File: config.mk
export PLATFORM = sky130hd
export DESIGN_NAME = ext_bus_idle_seq
export DESIGN_NICKNAME = d
export VERILOG_FILES = /design/src/rtl/ext_bus_idle_seq.sv
export SDC_FILE = /design/constraint.sdc
export NUM_CORES = 1
export LEC_CHECK = 0
export BUFFER_PORTS_ARGS = -buffer_cell sky130_fd_sc_hd__buf_4
export CORE_MARGIN = 1
export CORE_UTILIZATION = 51
export CTS_CLUSTER_DIAMETER = 40
export CTS_CLUSTER_SIZE = 30
export DETAILED_ROUTE_END_ITERATION = 8
export GPL_ROUTABILITY_DRIVEN = 0
export PLACE_DENSITY = 0.83
export SLEW_MARGIN = 20
export SYNTH_ARGS = -nofsm -noshare
export SYNTH_HDL_FRONTEND = slang
export SYNTH_SLANG_ARGS = --single-unit
File: constraint.sdc
create_clock -name clk -period 4.3 [get_ports clk]
set_clock_uncertainty 0.05 [all_clocks]
set_input_delay 0.86 -clock clk [delete_from_list [all_inputs] [get_ports clk]]
set_output_delay 0.86 -clock clk [all_outputs]
set_load 0.01 [all_outputs]
File: src/rtl/ext_bus_idle_seq.sv
module ext_bus_idle_seq #(
  parameter int AREAS = 4,
  parameter int AW = 16,
  parameter logic [AREAS-1:0] AREA_THREE = 4'b1101,
  parameter logic [2*AREAS-1:0] AREA_WAIT = 8'b01_10_00_00,
  localparam int ABW = (AREAS > 1) ? $clog2(AREAS) : 1
) (
  input  logic             clk,
  input  logic             rst_n,
  input  logic             adv_mode,
  input  logic             cfg_we,
  input  logic             cfg_rr_en,
  input  logic             cfg_wr_en,
  input  logic             req_valid,
  output logic             req_ready,
  input  logic             req_internal,
  input  logic             req_write,
  input  logic [ABW-1:0]   req_area,
  input  logic [AW-1:0]    req_addr,
  output logic [AW-1:0]    bus_addr,
  output logic [AREAS-1:0] bus_cs_n,
  output logic             bus_rd_n,
  output logic             bus_wr_n,
  output logic             bus_data_oe
);

  typedef enum logic [2:0] {S_IDLE, S_TI, S_T1, S_T2, S_TW, S_T3} st_t;

  st_t            state;
  logic [ABW-1:0] cur_area, hist_area;
  logic           cur_write, hist_v, hist_rd;
  logic [AW-1:0]  cur_addr;
  logic [1:0]     wcnt;
  logic           rr_en, wr_en;

  wire       three   = AREA_THREE[cur_area];
  wire [1:0] waits   = AREA_WAIT[{cur_area, 1'b0} +: 2];
  wire       last_st = (state == S_T2 && !three) || state == S_T3;
  wire       active  = state inside {S_T1, S_T2, S_TW, S_T3};
  wire       acc     = req_valid && req_ready;
  wire       need_idle = last_st && hist_v && hist_rd &&
                         (req_write ? wr_en : (req_area != hist_area && rr_en && adv_mode));

  assign req_ready   = state == S_IDLE || last_st;
  assign bus_addr    = cur_addr;
  assign bus_rd_n    = !(active && !cur_write);
  assign bus_wr_n    = !(cur_write && state inside {S_T2, S_TW, S_T3});
  assign bus_data_oe = active && cur_write;

  for (genvar i = 0; i < AREAS; i++) begin : g_cs
    assign bus_cs_n[i] = !(active && cur_area == ABW'(i));
  end

  always_ff @(posedge clk or negedge rst_n) begin
    if (!rst_n) begin
      rr_en <= 1'b1;
      wr_en <= 1'b1;
    end else if (cfg_we) begin
      rr_en <= cfg_rr_en;
      wr_en <= cfg_wr_en;
    end
  end

  always_ff @(posedge clk or negedge rst_n) begin
    if (!rst_n) begin
      state     <= S_IDLE;
      cur_area  <= '0;
      cur_write <= 1'b0;
      cur_addr  <= '0;
      wcnt      <= '0;
      hist_v    <= 1'b0;
      hist_rd   <= 1'b0;
      hist_area <= '0;
    end else if (acc) begin
      if (req_internal) begin
        state  <= S_IDLE;
        hist_v <= 1'b0;
      end else begin
        cur_area  <= req_area;
        cur_write <= req_write;
        cur_addr  <= req_addr;
        hist_v    <= 1'b1;
        hist_rd   <= !req_write;
        hist_area <= req_area;
        state     <= need_idle ? S_TI : S_T1;
      end
    end else begin
      case (state)
        S_IDLE: hist_v <= 1'b0;
        S_TI:   state <= S_T1;
        S_T1:   state <= S_T2;
        S_T2:
          if (!three) state <= S_IDLE;
          else if (waits != 2'd0) begin
            state <= S_TW;
            wcnt  <= waits - 2'd1;
          end else state <= S_T3;
        S_TW:
          if (wcnt == 2'd0) state <= S_T3;
          else wcnt <= wcnt - 2'd1;
        S_T3:   state <= S_IDLE;
        default: state <= S_IDLE;
      endcase
    end
  end

  p_ti_single_r1: assert property (@(posedge clk) disable iff (!rst_n)
    state == S_TI |=> state == S_T1);
  p_ti_quiet_r1: assert property (@(posedge clk) disable iff (!rst_n)
    state == S_TI |-> (&bus_cs_n && bus_rd_n && bus_wr_n && !bus_data_oe));
  p_rr_idle_r2: assert property (@(posedge clk) disable iff (!rst_n)
    acc && !req_internal && !req_write && last_st && hist_v && hist_rd &&
    req_area != hist_area && rr_en && adv_mode |=> state == S_TI);
  p_war_idle_r3: assert property (@(posedge clk) disable iff (!rst_n)
    acc && !req_internal && req_write && last_st && hist_v && hist_rd && wr_en
    |=> state == S_TI);
  p_same_area_r4: assert property (@(posedge clk) disable iff (!rst_n)
    acc && !req_internal && !req_write && req_area == hist_area |=> state != S_TI);
  p_cs_onehot_r7: assert property (@(posedge clk) disable iff (!rst_n)
    $onehot0(~bus_cs_n));
  p_ready_ti_r10: assert property (@(posedge clk) disable iff (!rst_n)
    state == S_TI |-> !req_ready);

endmodule

[Word level (Yosys, flattened, before mapping)]
Cells that the tools add are included.
Word-level totals
  word-level logic and storage cells: 82
  bits of input ports: 27
  output and inout bits: 24
  flip-flop bits (word level): 28
Cells by class
  eq/ne operators: 14
  muxes and demuxes: 17
  reduce and logical (&&, ||, !) cells: 36
  $lt $le $gt $ge: 1
  shift-type cells: 1
  $add $sub $neg: 2
  bitwise gates (word level): 2
Operators with widths (count)
  3-bit case mux with 5 select lines: 1
  1-bit logical AND: 14
  2-bit two-way mux: 5
  1-bit zero test: 9
  3-bit two-way mux: 3
  8-bit by 4-bit variable part select with 2-bit output, first input constant: 1
  3-bit by 2-bit == test with 1-bit output, second input constant: 2
  3-bit == test, second input constant: 2
  1-bit two-way mux: 6
  2-bit != test, second input constant: 3
  2-bit nonzero test: 3
  5-bit AND reduction: 1
  2-bit == test, second input constant: 2
  2-bit zero test: 2
  2-bit case mux with 2 select lines: 1
  2-bit AND reduction: 2
  4-bit nonzero test: 1
  2-bit by 1-bit subtractor with 2-bit output, second input constant: 2
  3-bit by 1-bit == test with 1-bit output, second input constant: 1
  3-bit zero test: 1
  2-bit by 3-bit less-than comparator with 1-bit output, second input constant: 1
  3-bit by 2-bit != test with 1-bit output, second input constant: 1
  3-bit nonzero test: 1
  1-bit binary-select mux with 2-bit select: 1
  5 further kinds: 7

[Longest topological paths before layout]
Gate-level depths: netlist of the first run.
  word-level depth: 11
  gate-level depth with buffers: 6
  mapped depth without buffers: 4

[Worst setup path after synthesis of the first run]
OpenSTA, ideal clock, no wires.
  path kind: reg-to-output
  start point: register state[1]
  end point: output bus_data_oe
  stages on the path, launching flop included: 4
  setup slack: 2268 ps
  path buffers: 0
  arrival: 1122 ps
  data required time: 3390 ps
  path through: dfrtp_1 -> nor2b_1 -> or2_0 -> and2_1
Between the ends
  cells in the longest elaborated chain, start to end: 3
  elaborated cells on any way between the ends: 6
  those cells by class: eq/ne: 4; reduce/logical: 2
RTL lines
  from (decl): RTL line 29  | st_t state;
  from (signal assigned): RTL line 85  | state <= need_idle ? S_TI : S_T1;
  3-bit by 2-bit == test with 1-bit output or 3-bit == test (tied branches): RTL line 39  | wire active = state inside {S_T1, S_T2, S_TW, S_T3};
  4-bit nonzero test *: RTL line 39
  1-bit logical AND *: RTL line 48  | assign bus_data_oe = active && cur_write;
  to (decl): RTL line 24  | output logic bus_data_oe
Every way passes the cells marked *; elsewhere a longest branch is shown, timed or not.

[Final worst setup path of the first run]
Ends and elaborated chain as after synthesis.

==> metrics list, run 1 <==
* Status: complete, no violations
- The first detailed-routing pass ran for 4 iterations.
- Remaining max-slew budget at the tightest pin: 30.4%
* Clock insertion delay at the later pin of the skew report: 0.32 ns
* Number of buffers added by the clock tree synthesis step: 3
- Area overhead of the layout relative to synthesis: 32.0%
* TritonCTS clock tree: built
* Pin count of the biggest net entering global routing: 29
* Core outline area: 2450 um^2
- The repair_antennas step left the layout with diodes totalling 0.
* Critical Path Sink Type: output pin
* Slowest cell delay on critical path: 0.50 ns
- In this run, post-CTS hold repair placed 0 buffers.
- Largest fanout of any net on the critical path: 8
- Resized Gates After CTS: 0
* Worst setup SP type: register
- Type of the worst min-delay path: in -> async
- The initial antenna violation count is 0.
- 51 I/O pins were placed.
- Arrival @ worst endpoint: 1.82 ns
* Actual transition at the worst max-transition pin: 1.04 ns
- Max IR drop VDD: 490 uV
* Post-DR wirelength/cell: 15.3 um
- Synthesis produced 104 cells.
- Finished Cell Area: 1730 um^2
* Per-instance average area after synthesis: 12.6 um^2
- The endpoint identified for the worst register-to-register timing path is bus_addr[3]$_DFFE_PN0P_.
- The floorplan step set the die width to 52.7 um.
- The clock drives 28 sinks.
- For this run, design rule violations remaining after detail routing come to 0.
* Maximum buffer depth of the clock tree: 2
- Remaining antenna violation count after routing: 0
- DR iter-0 viols: 12
* Final HPWL DP: 2030 um
- Vias: 991
- The total overflow left after global routing is 0.
- Input and output buffers added on the ports amount to 50.
* Crit Path Category: reg -> out
- Global routing used 22.3% of the available tracks across all layers.
- Final worst-path cycle share: 63.5%
- Achievable frequency: 366 MHz
- Power per unit of standard cell area: 690 nW/um^2
- # H-tree levels: 1
- Setup crit start: state[1]$_DFFE_PN0P_
- At the end of the flow, the number of nets in the layout was 181.
- Post-CTS timing repair inserted 0 buffers for setup.
- Critical-path cell with the highest stage delay: sky130_fd_sc_hd__dfrtp_1
* Number of flip-flops and latches in the synthesized netlist: 28
- Routed via count divided by cell count: 5.42
* Non-filler instance count after layout: 183
* Final setup viols: 0
* Register-to-Register Setup Slack: 1.83 ns
* Count of distinct cell types in the synthesized netlist: 34
- Clock-pin slew was measured on the worst setup and hold paths at 0.15 ns.
- In this run the clock root is driven by a sky130_fd_sc_hd__clkbuf_4.
* Final-report max-slew violation count: 0
* Post-synth net total: 131
* Hold violation count in the final report: 0
* Starting density of the core: 53.4%
- First-pass GRT wire length: 4450 um
- After layout, the minimum clock period comes to 2.73 ns.
- Placed instance area: 1680 um^2
* Number of placed instances with taps included: 179
* Yosys warning count: 0
- Cell-by-cell trace of the critical path: nor2b_1 > or2_0 > and2_1 > buf_4
- The die covers 2780 um^2.
* Cell Area, Synth: 1310 um^2
* Overall power: 1.19 mW
* Req. time, crit path: 3.39 ns
- Total negative setup slack: 0 ns
* Layout cell share with drive strength beyond 1: 52.3%
- Vert. Die Dim: 52.7 um
* Path depth of the worst reg2reg path: 4
- Standard-cell row count: 18
- Layout Utilization: 70.5%
* R2r startpoint: hist_area[1]$_DFFE_PN0P_
- After detailed routing, the total wire length is 2800 um.
* Share of synthesized area occupied by flip-flops and latches: 53.6%
- Leakage power: 0.792 nW
* Number of maximum-capacitance violations: 0
- The number of global-route vias before repair came to 985.
* RSZ-0062 raised after global routing: no
layer usage:
layer	track usage, %	share of wire (%)	vias to the layer above
met5	0	0	-
met4	3.95	0	0
met3	4.06	3.6	0
met2	39.9	55	28
met1	28.2	42	498
li1	-	-	465
logic make-up after synthesis:
logic type             after synthesis  share of synthesized area [%]
flip-flops                          28                           53.6
AND/OR/NAND/NOR                     26                           10.7
multiplexers                        22                           18.8
AO/OA/AOI/OAI                       17                           10.5
buffers and inverters                8                           4.39
XOR/XNOR                             3                           2.00
registers in the layout (all words and copies together), names as in the netlist:
name       cells
wr_en          1
hist_v         1
hist_area      2
hist_rd        1
bus_addr      16
rr_en          1
state          3
cur_write      1
wcnt           2
worst max-delay path: cells and delay by family, from the launching register on:
| family | cells | cell delay, ns |
|---|---|---|
| buffers and inverters | 1 | 0.12 |
| DFF | 1 | 0.50 |
| and+or+nand+nor | 3 | 0.89 |
synth_stat cells:
| cell type | n | share of area [%] |
|---|---|---|
| sky130_fd_sc_hd__mux2i_1 | 1 | 0.76 |
| sky130_fd_sc_hd__nand2_1 | 10 | 2.9 |
| sky130_fd_sc_hd__nand3_1 | 2 | 0.76 |
| sky130_fd_sc_hd__and2_1 | 1 | 0.48 |
| sky130_fd_sc_hd__dfrtp_1 | 26 | 50 |
| sky130_fd_sc_hd__a22o_1 | 1 | 0.67 |
| sky130_fd_sc_hd__or3_1 | 1 | 0.48 |
| sky130_fd_sc_hd__buf_4 | 1 | 0.57 |
| sky130_fd_sc_hd__o211ai_1 | 1 | 0.57 |
| sky130_fd_sc_hd__buf_2 | 1 | 0.38 |
| sky130_fd_sc_hd__o211a_1 | 1 | 0.76 |
| sky130_fd_sc_hd__nand2b_1 | 3 | 1.4 |
| sky130_fd_sc_hd__dfstp_2 | 2 | 4.0 |
| sky130_fd_sc_hd__and4bb_2 | 1 | 0.95 |
| sky130_fd_sc_hd__xor2_1 | 1 | 0.67 |
| sky130_fd_sc_hd__nand3b_1 | 1 | 0.57 |
| sky130_fd_sc_hd__o21ai_0 | 4 | 1.5 |
| sky130_fd_sc_hd__a31oi_1 | 1 | 0.48 |
| sky130_fd_sc_hd__o21ai_2 | 1 | 0.67 |
| sky130_fd_sc_hd__a2111oi_0 | 1 | 0.67 |
| sky130_fd_sc_hd__nor2_1 | 1 | 0.29 |
| sky130_fd_sc_hd__or2_0 | 1 | 0.48 |
| sky130_fd_sc_hd__nor3_1 | 1 | 0.38 |
| sky130_fd_sc_hd__a21oi_1 | 1 | 0.38 |
| sky130_fd_sc_hd__a211oi_4 | 1 | 1.5 |
| sky130_fd_sc_hd__xnor2_1 | 2 | 1.3 |
| sky130_fd_sc_hd__a32o_1 | 1 | 0.76 |
| sky130_fd_sc_hd__a211o_1 | 3 | 2.0 |
| sky130_fd_sc_hd__mux2_2 | 21 | 18 |
| sky130_fd_sc_hd__o22ai_1 | 1 | 0.48 |
| sky130_fd_sc_hd__buf_6 | 3 | 2.6 |
| sky130_fd_sc_hd__nor2b_1 | 3 | 1.4 |
| sky130_fd_sc_hd__nor3b_1 | 1 | 0.57 |
| sky130_fd_sc_hd__inv_1 | 3 | 0.86 |
area by class of cell:
class / count / area (um^2)
clock inverters: 1 / 30.0
flip-flops and latches: 28 / 703
well taps: 30 / 37.5
clock buffers: 3 / 22.5
inverters: 3 / 11.3
multi-input cells: 68 / 551
fillers: 167 / 724
repair buffers: 50 / 375
where the power goes:
part	switching, mW	internal (mW)	total [mW]
Clock	0.0744	0.0942	0.169
Sequential	0.109	0.382	0.491
Combinational	0.230	0.305	0.535
Total	0.413	0.781	1.19
placed cells by master, fill, tap and decap left out, types with 2 or more instances in the layout:
cell / count
sky130_fd_sc_hd__clkbuf_4: 3
sky130_fd_sc_hd__dfstp_2: 2
sky130_fd_sc_hd__dfrtp_1: 26
sky130_fd_sc_hd__o21ai_0: 4
sky130_fd_sc_hd__nand2b_1: 3
sky130_fd_sc_hd__inv_1: 3
sky130_fd_sc_hd__a211o_1: 3
sky130_fd_sc_hd__mux2_2: 21
sky130_fd_sc_hd__xnor2_1: 2
sky130_fd_sc_hd__buf_4: 50
sky130_fd_sc_hd__nand3_1: 2
sky130_fd_sc_hd__nor2b_1: 3
sky130_fd_sc_hd__nand2_1: 10
stage by stage:
stage	setup WS (ns)	hold slack, ns
global route	1.48	0.390
finish	1.57	0.378
CTS	1.59	0.381
global placement	1.85	0.444
detailed placement	1.79	0.447
floorplan	2.27	0.441
worst max-delay path by stage:
stage | to | slack (ns)
floorplan | bus_data_oe | 2.27
global placement | bus_addr[2]$_DFFE_PN0P_ | 1.85
detailed placement | bus_addr[3]$_DFFE_PN0P_ | 1.79
CTS | bus_data_oe | 1.59
global route | bus_data_oe | 1.48
finish | bus_data_oe | 1.57
(Power assumes the default switching activity.)
==> run 2, diff against run 1 <==
Settings changed: CORE_UTILIZATION 51 to 43, PLACE_DENSITY 0.83 to 0.75.
Clock period 4.3 ns to 2.35 ns, I/O delays scaled along.
==> run 2 against run 1 <==
The flow now finishes with violations (DRC). Core utilization shrank 8.6 points. Register-to-register slack lost 1.5 ns. Non-clock buffer count grew 4. Worst setup slack lost 1.4 ns. Final cell count grew 2.7%. Largest cell class unchanged. Clock power grew 36%. Sequential power grew 74%. Combinational power grew 98%. Wire length shrank 3.5%. Design area grew 1.2%.
==> metrics list, run 2 (same netlist as run 1, synthesis figures left out) <==
* Status: finished, violations left
- The checks that failed: DRC.
- The antenna cell count is 0 (unchanged).
* Standard-cell row count: 19 (+1)
- Leakage power: 0.807 nW (+1.9%)
- Dividing the final minimum period by the clock period gives 91.1%.
- Post-CTS setup-driven buffer insertion count: 0 (unchanged)
* Req. time, crit path: 1.83 ns (-1.56 ns)
- Type of the worst min-delay path: in -> reg
- The number of instances in the placed design is 183 (+2.2%).
- The initial antenna violation count was 0 (unchanged).
- Port Buffers: 50 (unchanged)
- Clock insertion delay at the later pin of the skew report: 0.32 ns (about the same)
* DR iter-0 viols: 48 (+36)
* Boundary pin count: 51 (unchanged)
- In this run the critical register-to-register path is launched from state[2]$_DFFE_PN0P_.
- In the layout the commonest cells are sky130_fd_sc_hd__buf_4 (53), sky130_fd_sc_hd__dfrtp_1 (26), sky130_fd_sc_hd__mux2_2 (21).
* Final routed DRC violation total: 2 (+2)
- The number of buffers on the longest clock path is 2 (unchanged).
- The slowest stage of the critical path belongs to the cell sky130_fd_sc_hd__dfrtp_1.
* Routed via count divided by cell count: 5.28 (-2.5%)
- The average wire per standard cell came to 14.4 um (-6.1%).
- Arrival @ worst endpoint: 1.62 ns (-0.20 ns)
- Met1 WL: 1210 um (+3.6%)
* Num Clock Sinks: 28 (unchanged)
- The signal on the critical path passes through nor2b_2 > or2_1 > and2_1 > buf_4.
- Vias in the first global route: 1009 (+2.4%)
* Critical Path Sink Type: output pin
* First-pass iteration count of the detailed router: 6 (+2)
- Area of the die: 3270 um^2 (+18%)
* GRT Total Usage: 17.7% (-4.6 points)
- Clock tree synthesis selected as its root buffer the cell sky130_fd_sc_hd__clkbuf_4.
- The met3 wire length is 97 um (-4.0%).
- The width of the die was 57.2 um (+8.6%).
- The measured slew at the worst slew-check pin was 0.372 ns (-0.669 ns).
* Number of maximum-capacitance violations: 0 (unchanged)
* Achievable frequency: 467 MHz
- Total gr overflow: 0 (unchanged)
- The total wirelength of the detailed-routed design came to 2700 um (-3.5%).
- Final setup viols: 0 (unchanged)
* Area overhead of the layout relative to synthesis: 33.5%
- Number of buffers added by the clock tree synthesis step: 3 (unchanged)
- The starting density of the core came to 46.4% (-7.1 points).
- Leaving out fill and tap cells, the most frequent cell in the layout is sky130_fd_sc_hd__buf_4.
* Beginning of the worst hold path: req_write
- The setup TNS is 0 ns (unchanged).
- Number of nets in the finished design: 185 (+2.2%)
* Final critical-path required period: 2.14 ns
- The areal power density over the cells came to 1220 nW/um^2 (+77%).
- The half-perimeter wire length after placement was 2010 um (-0.81%).
- The first-pass GRT wire length is 4530 um (+1.7%).
- Worst setup SP type: register
- The worst-case hold slack came to 0.285 ns (-0.0929 ns).
- Non-filler instance count after layout: 188 (+2.7%)
* # H-tree levels: 1 (unchanged)
- The flip-flop count of the largest register, all copies and words added came to 16 (unchanged).
- The peak fanout along the critical path was 8 (unchanged).
* Setup crit start: state[1]$_DFFE_PN0P_
- Length of routed met2 wiring: 1380 um (-9.9%)
* Hold violation count in the final report: 0 (unchanged)
- The count of antenna-violating nets left after detailed routing came to 0 (unchanged).
- RSZ-0062 raised after global routing: no
* Slowest cell delay on critical path: 0.48 ns (-0.02 ns)
* Vert. Die Dim: 57.2 um (+8.6%)
* Final-report max-slew violation count: 0 (unchanged)
- Core outline area: 2830 um^2 (+15%)
- Layout cell share with drive strength beyond 1: 53.5% (+1.2 points)
* Remaining max-slew budget at the tightest pin: 74.6% (+44 points)
* TritonCTS clock tree: built
* Final-layout fill cell count: 232 (+39%)
- Max IR drop VDD: 704 uV (+44%)
- The pin count of the biggest net entering global routing is 29 (unchanged).
- Vias: 993 (+0.20%)
- Uppermost routed layer: met4
- Clock transition at path regs: 0.15 ns (about the same)
* Crit Path Category: reg -> out
-- run 2: repair_timing --
item | in CTS | in global routing
resized for setup | 0 | 2
hold buffers | 1 | 0
endpoints found under the hold margin | 26 | 0
endpoints found under the setup margin | 0 | 6
-- run 2: worst paths after layout --
path | endpoint | slack, ns | cells after the start
setup / recovery | bus_data_oe | 0.21 | 4
hold / removal | hist_rd$_DFFE_PN0P_ | 0.29 | 2
setup reg to reg | bus_addr[11]$_DFFE_PN0P_ | 0.32 | 4
hold reg to reg | bus_addr[13]$_DFFE_PN0P_ | 0.48 | 1
max in group asynchronous | wr_en$_DFFE_PN1P_ | 1.41 | 2
min in group asynchronous | wcnt[0]$_DFFE_PN0P_ | 0.53 | 2
-- run 2: cell type report --
type | count | area, um^2 | share of cell area [%]
flip-flops and latches | 28 | 703 | 40.2
well taps | 31 | 38.8 | 2.22
clock buffers | 4 | 36.3 | 2.07
repair buffers | 54 | 408 | 23.3
multi-input cells | 68 | 553 | 31.6
inverters | 3 | 11.3 | 0.643
-- run 2: power breakdown --
part | total (mW) | internal (mW) | switching (mW)
combinational | 1.06 | 0.588 | 0.468
sequential | 0.854 | 0.699 | 0.155
clock | 0.229 | 0.0948 | 0.134
total | 2.14 | 1.38 | 0.758
-- run 2: worst max-delay path, delay by kind of cell (launching register included) --
family	cells	cell delay [ns]
buffers and inverters	1	0.14
AND/OR/NAND/NOR	3	0.68
flip-flops	1	0.48
-- run 2: per-stage QoR --
step                      util (%)  power (mW)  setup slack [ns]  area (um^2)
final                         61.9        2.14             0.208         1750
after global routing          61.9        2.28            0.0879         1750
after CTS                     61.8        2.16            0.0715         1750
after detailed placement      60.2        1.92             0.334         1700
after global placement        60.2        1.87             0.383         1700
after floorplan                  -        1.46             0.487         1310
-- run 2: per-layer routing --
layer / vias up / global-route usage, %
li1: 478 / -
met2: 27 / 30.8
met4: 0 / 4.18
met3: 2 / 2.49
met5: - / 0
met1: 486 / 23.7
==> run 3, diff against run 2 <==
Settings changed: BUFFER_PORTS_ARGS -buffer_cell sky130_fd_sc_hd__buf_4 to -buffer_cell sky130_fd_sc_hd__buf_2, GPL_TIMING_DRIVEN set to 0.
==> run 3 against run 2 <==
Sequential power is 3.5% lower. The run still ends with DRC left. Register-to-register slack worse by 0.03 ns. Non-clock buffer count is 1 higher. Highest routed layer unchanged. Largest cell class unchanged. First-iteration DRC count is 83% lower. Design area is 7.3% lower. Combinational power is 9.7% lower.
==> metrics list, run 3 (same netlist as run 1, synthesis figures left out) <==
- Layout Utilization: 57.4% (-4.5 points)
- Switching power: 0.726 mW (-4.2%)
- The max-cap violation count is 0 (unchanged).
* Core outline area: 2830 um^2 (unchanged)
* Clock tree root driver cell: sky130_fd_sc_hd__clkbuf_4
* Vias in the first global route: 1033 (+2.4%)
- TritonCTS built the clock tree.
* Non-filler instance count after layout: 188 (unchanged)
- Number of nets in the finished design: 186 (+0.54%)
- The count of antenna-violating nets left after detailed routing is 0 (unchanged).
- Arrival @ worst endpoint: 1.66 ns (+0.04 ns)
* Achievable frequency: 458 MHz (-2.0%)
* Overall power: 1.97 mW (-8.0%)
- Number of placed instances with taps included: 185 (+1.1%)
- The fraction of layout cells with a size suffix above 1 is 53.5% (unchanged).
* Switching power share of the total: 36.8% (+1.4 points)
- Crit Path Category: reg -> out
* # H-tree levels: 1 (unchanged)
- The power share of the clock group is 9.5% (-1.2 points).
* Maximum buffer depth of the clock tree: 2 (unchanged)
- The count of buffer and inverter cells on the critical path came to 1 (unchanged).
- The peak supply drop was 622 uV (-12%).
* Routed wire length: 2590 um (-4.2%)
- The half-perimeter wire length after placement is 1970 um (-1.9%).
* First-pass GRT wire length: 4450 um (-1.7%)
- The global-route usage over all layers was 17.4% (-0.34 points).
- Req. time, crit path: 1.83 ns (about the same)
* N_diodes: 0 (unchanged)
* Final routed DRC violation total: 2 (unchanged)
- The measured slew at the worst slew-check pin was 0.605 ns (+0.234 ns).
* Total gr overflow: 0 (unchanged)
- Port Buffers: 50 (unchanged)
- Clock insertion delay at the later pin of the skew report: 0.32 ns (about the same)
- Status: finished, violations left
- Starting density of the core: 46.4% (unchanged)
- The leakage power was 0.761 nW (-5.7%).
* Worst path setup slack after routing: 0.165 ns (-0.0429 ns)
- The relative contribution of sequential cells to total power was 41.8% (+1.9 points).
- The areal power density over the cells came to 1210 nW/um^2 (-0.75%).
- The fraction of power consumed by combinational cells is 48.6% (-0.8 points).
- The worst setup path is launched from a register.
- Hold violation count in the final report: 0 (unchanged)
- The largest individual stage delay along the critical path comes from the cell sky130_fd_sc_hd__dfrtp_1.
* Placed instance area: 1600 um^2 (-6.0%)
* Vias: 980 (-1.3%)
* Pin count of the biggest net entering global routing: 29 (unchanged)
- Die Wd: 57.2 um (unchanged)
* First-pass iteration count of the detailed router: 6 (unchanged)
- Commonest non-fill, non-tap cell in the layout: sky130_fd_sc_hd__buf_2
- The total number of placement rows came to 19 (unchanged).
- The number of buffers created by CTS came to 3 (unchanged).
* Critical Path Sink Type: output pin
* Routed via count divided by cell count: 5.21 (-1.3%)
- Initial antenna violation count: 0 (unchanged)
- Boundary pin count: 51 (unchanged)
- Final-layout fill cell count: 235 (+1.3%)
- The count of final max-slew check failures came to 0 (unchanged).
- The setup violation total in the final timing report was 0 (unchanged).
- The ratio of final minimum period to clock period is 93.0% (+1.8 points).
- The chip height was 57.2 um (unchanged).
- Traced cell by cell, the critical path runs through nor2b_1 > or2_1 > and2_1 > buf_2.
- The stage delay of the slowest cell on the critical path came to 0.48 ns (about the same).
- Remaining max-slew budget at the tightest pin: 59.7% (-15 points)
- Grouping stages by cell kind, the critical path spends the most delay in simple AND/OR/NAND/NOR gates.
- The internal power consumption came to 1.24 mW (-10%).
- The final reports fail on DRC.
- Type of the worst min-delay path: in -> async
- The worst setup slack after placement was 0.320 ns (-0.0139 ns).
- The shortest period the worst path allows was 2.18 ns (+0.0429 ns).
- Clock transition at path regs: 0.14 ns (about the same)
- The final non-filler cell area came to 1620 um^2 (-7.3%).
- The average wire per standard cell is 13.8 um (-4.2%).
- The number of sinks handled by clock tree synthesis is 28 (unchanged).
- Setup repair after global routing left no endpoint under its margin.
- Total negative setup slack: 0 ns (unchanged)
- The flip-flop count of the largest register, all copies and words added is 16 (unchanged).
- Fin Hold WS: 0.0847 ns (-0.200 ns)
* Area overhead of the layout relative to synthesis: 23.8%
- The die footprint is 3270 um^2 (unchanged).
* DR iter-0 viols: 8 (-83%)
- Largest fanout of any net on the critical path: 8 (unchanged)
* Commonest cells after routing, fill and taps aside: sky130_fd_sc_hd__buf_2 (51), sky130_fd_sc_hd__dfrtp_1 (26), sky130_fd_sc_hd__mux2_2 (21)
[run 3: cell types whose count changed in the layout (fill, tap and decap cells not counted), sizes merged]
cell	change
dlygate4sd3	-1
clkbuf	-1
buf	+2
[run 3: worst paths after layout]
check                                              start                        to  slack, ns  depth (start not counted)
worst max register to register  hist_area[1]$_DFFE_PN0P_   bus_addr[8]$_DFFE_PN0P_       0.29                          6
min in group clk                               req_write       hist_rd$_DFFE_PN0P_       0.31                          2
worst max-delay path                state[1]$_DFFE_PN0P_               bus_data_oe       0.17                          4
worst min-delay path                               rst_n      state[0]$_DFFE_PN0P_       0.08                          1
max in group asynchronous                          rst_n  bus_addr[13]$_DFFE_PN0P_       1.76                          1
worst min register to register  bus_addr[13]$_DFFE_PN0P_  bus_addr[13]$_DFFE_PN0P_       0.47                          1
[run 3: final cells by class]
cell class | count | area [um^2] | share of cell area, %
buffer | 5 | 46.3 | 2.85
clock buffer | 3 | 22.5 | 1.39
inverter | 3 | 11.3 | 0.694
multi-input combinational | 68 | 551 | 33.9
sequential | 28 | 703 | 43.3
tap | 31 | 38.8 | 2.39
timing repair buffer | 50 | 250 | 15.4
[run 3: power groups by stage]
| stage | registers [mW] | clock network (mW) | logic (mW) |
|---|---|---|---|
| global route | 0.852 | 0.217 | 1.04 |
| global placement | 0.820 | 0 | 0.933 |
| detailed placement | 0.835 | 0 | 0.962 |
| finish | 0.824 | 0.188 | 0.957 |
| CTS | 0.826 | 0.200 | 0.964 |
| floorplan | 0.886 | 0 | 0.573 |
[run 3: what timing repair did]
action / in CTS / in global routing
resized for setup: 0 / 1
hold buffers: 0 / 0
endpoints found under the setup margin: 0 / 2
setup buffers: 0 / 0
[run 3: per-layer routing]
| layer | part of all wire (%) | global-route usage, % | wire [um] | vias to the layer above |
|---|---|---|---|---|
| li1 | - | - | - | 475 |
| met1 | 43 | 21.2 | 1110 | 477 |
| met2 | 52 | 31.1 | 1350 | 26 |
| met3 | 4.5 | 3.40 | 117 | 2 |
| met4 | 0.39 | 5.23 | 10 | 0 |
| met5 | 0 | 0 | 0 | - |
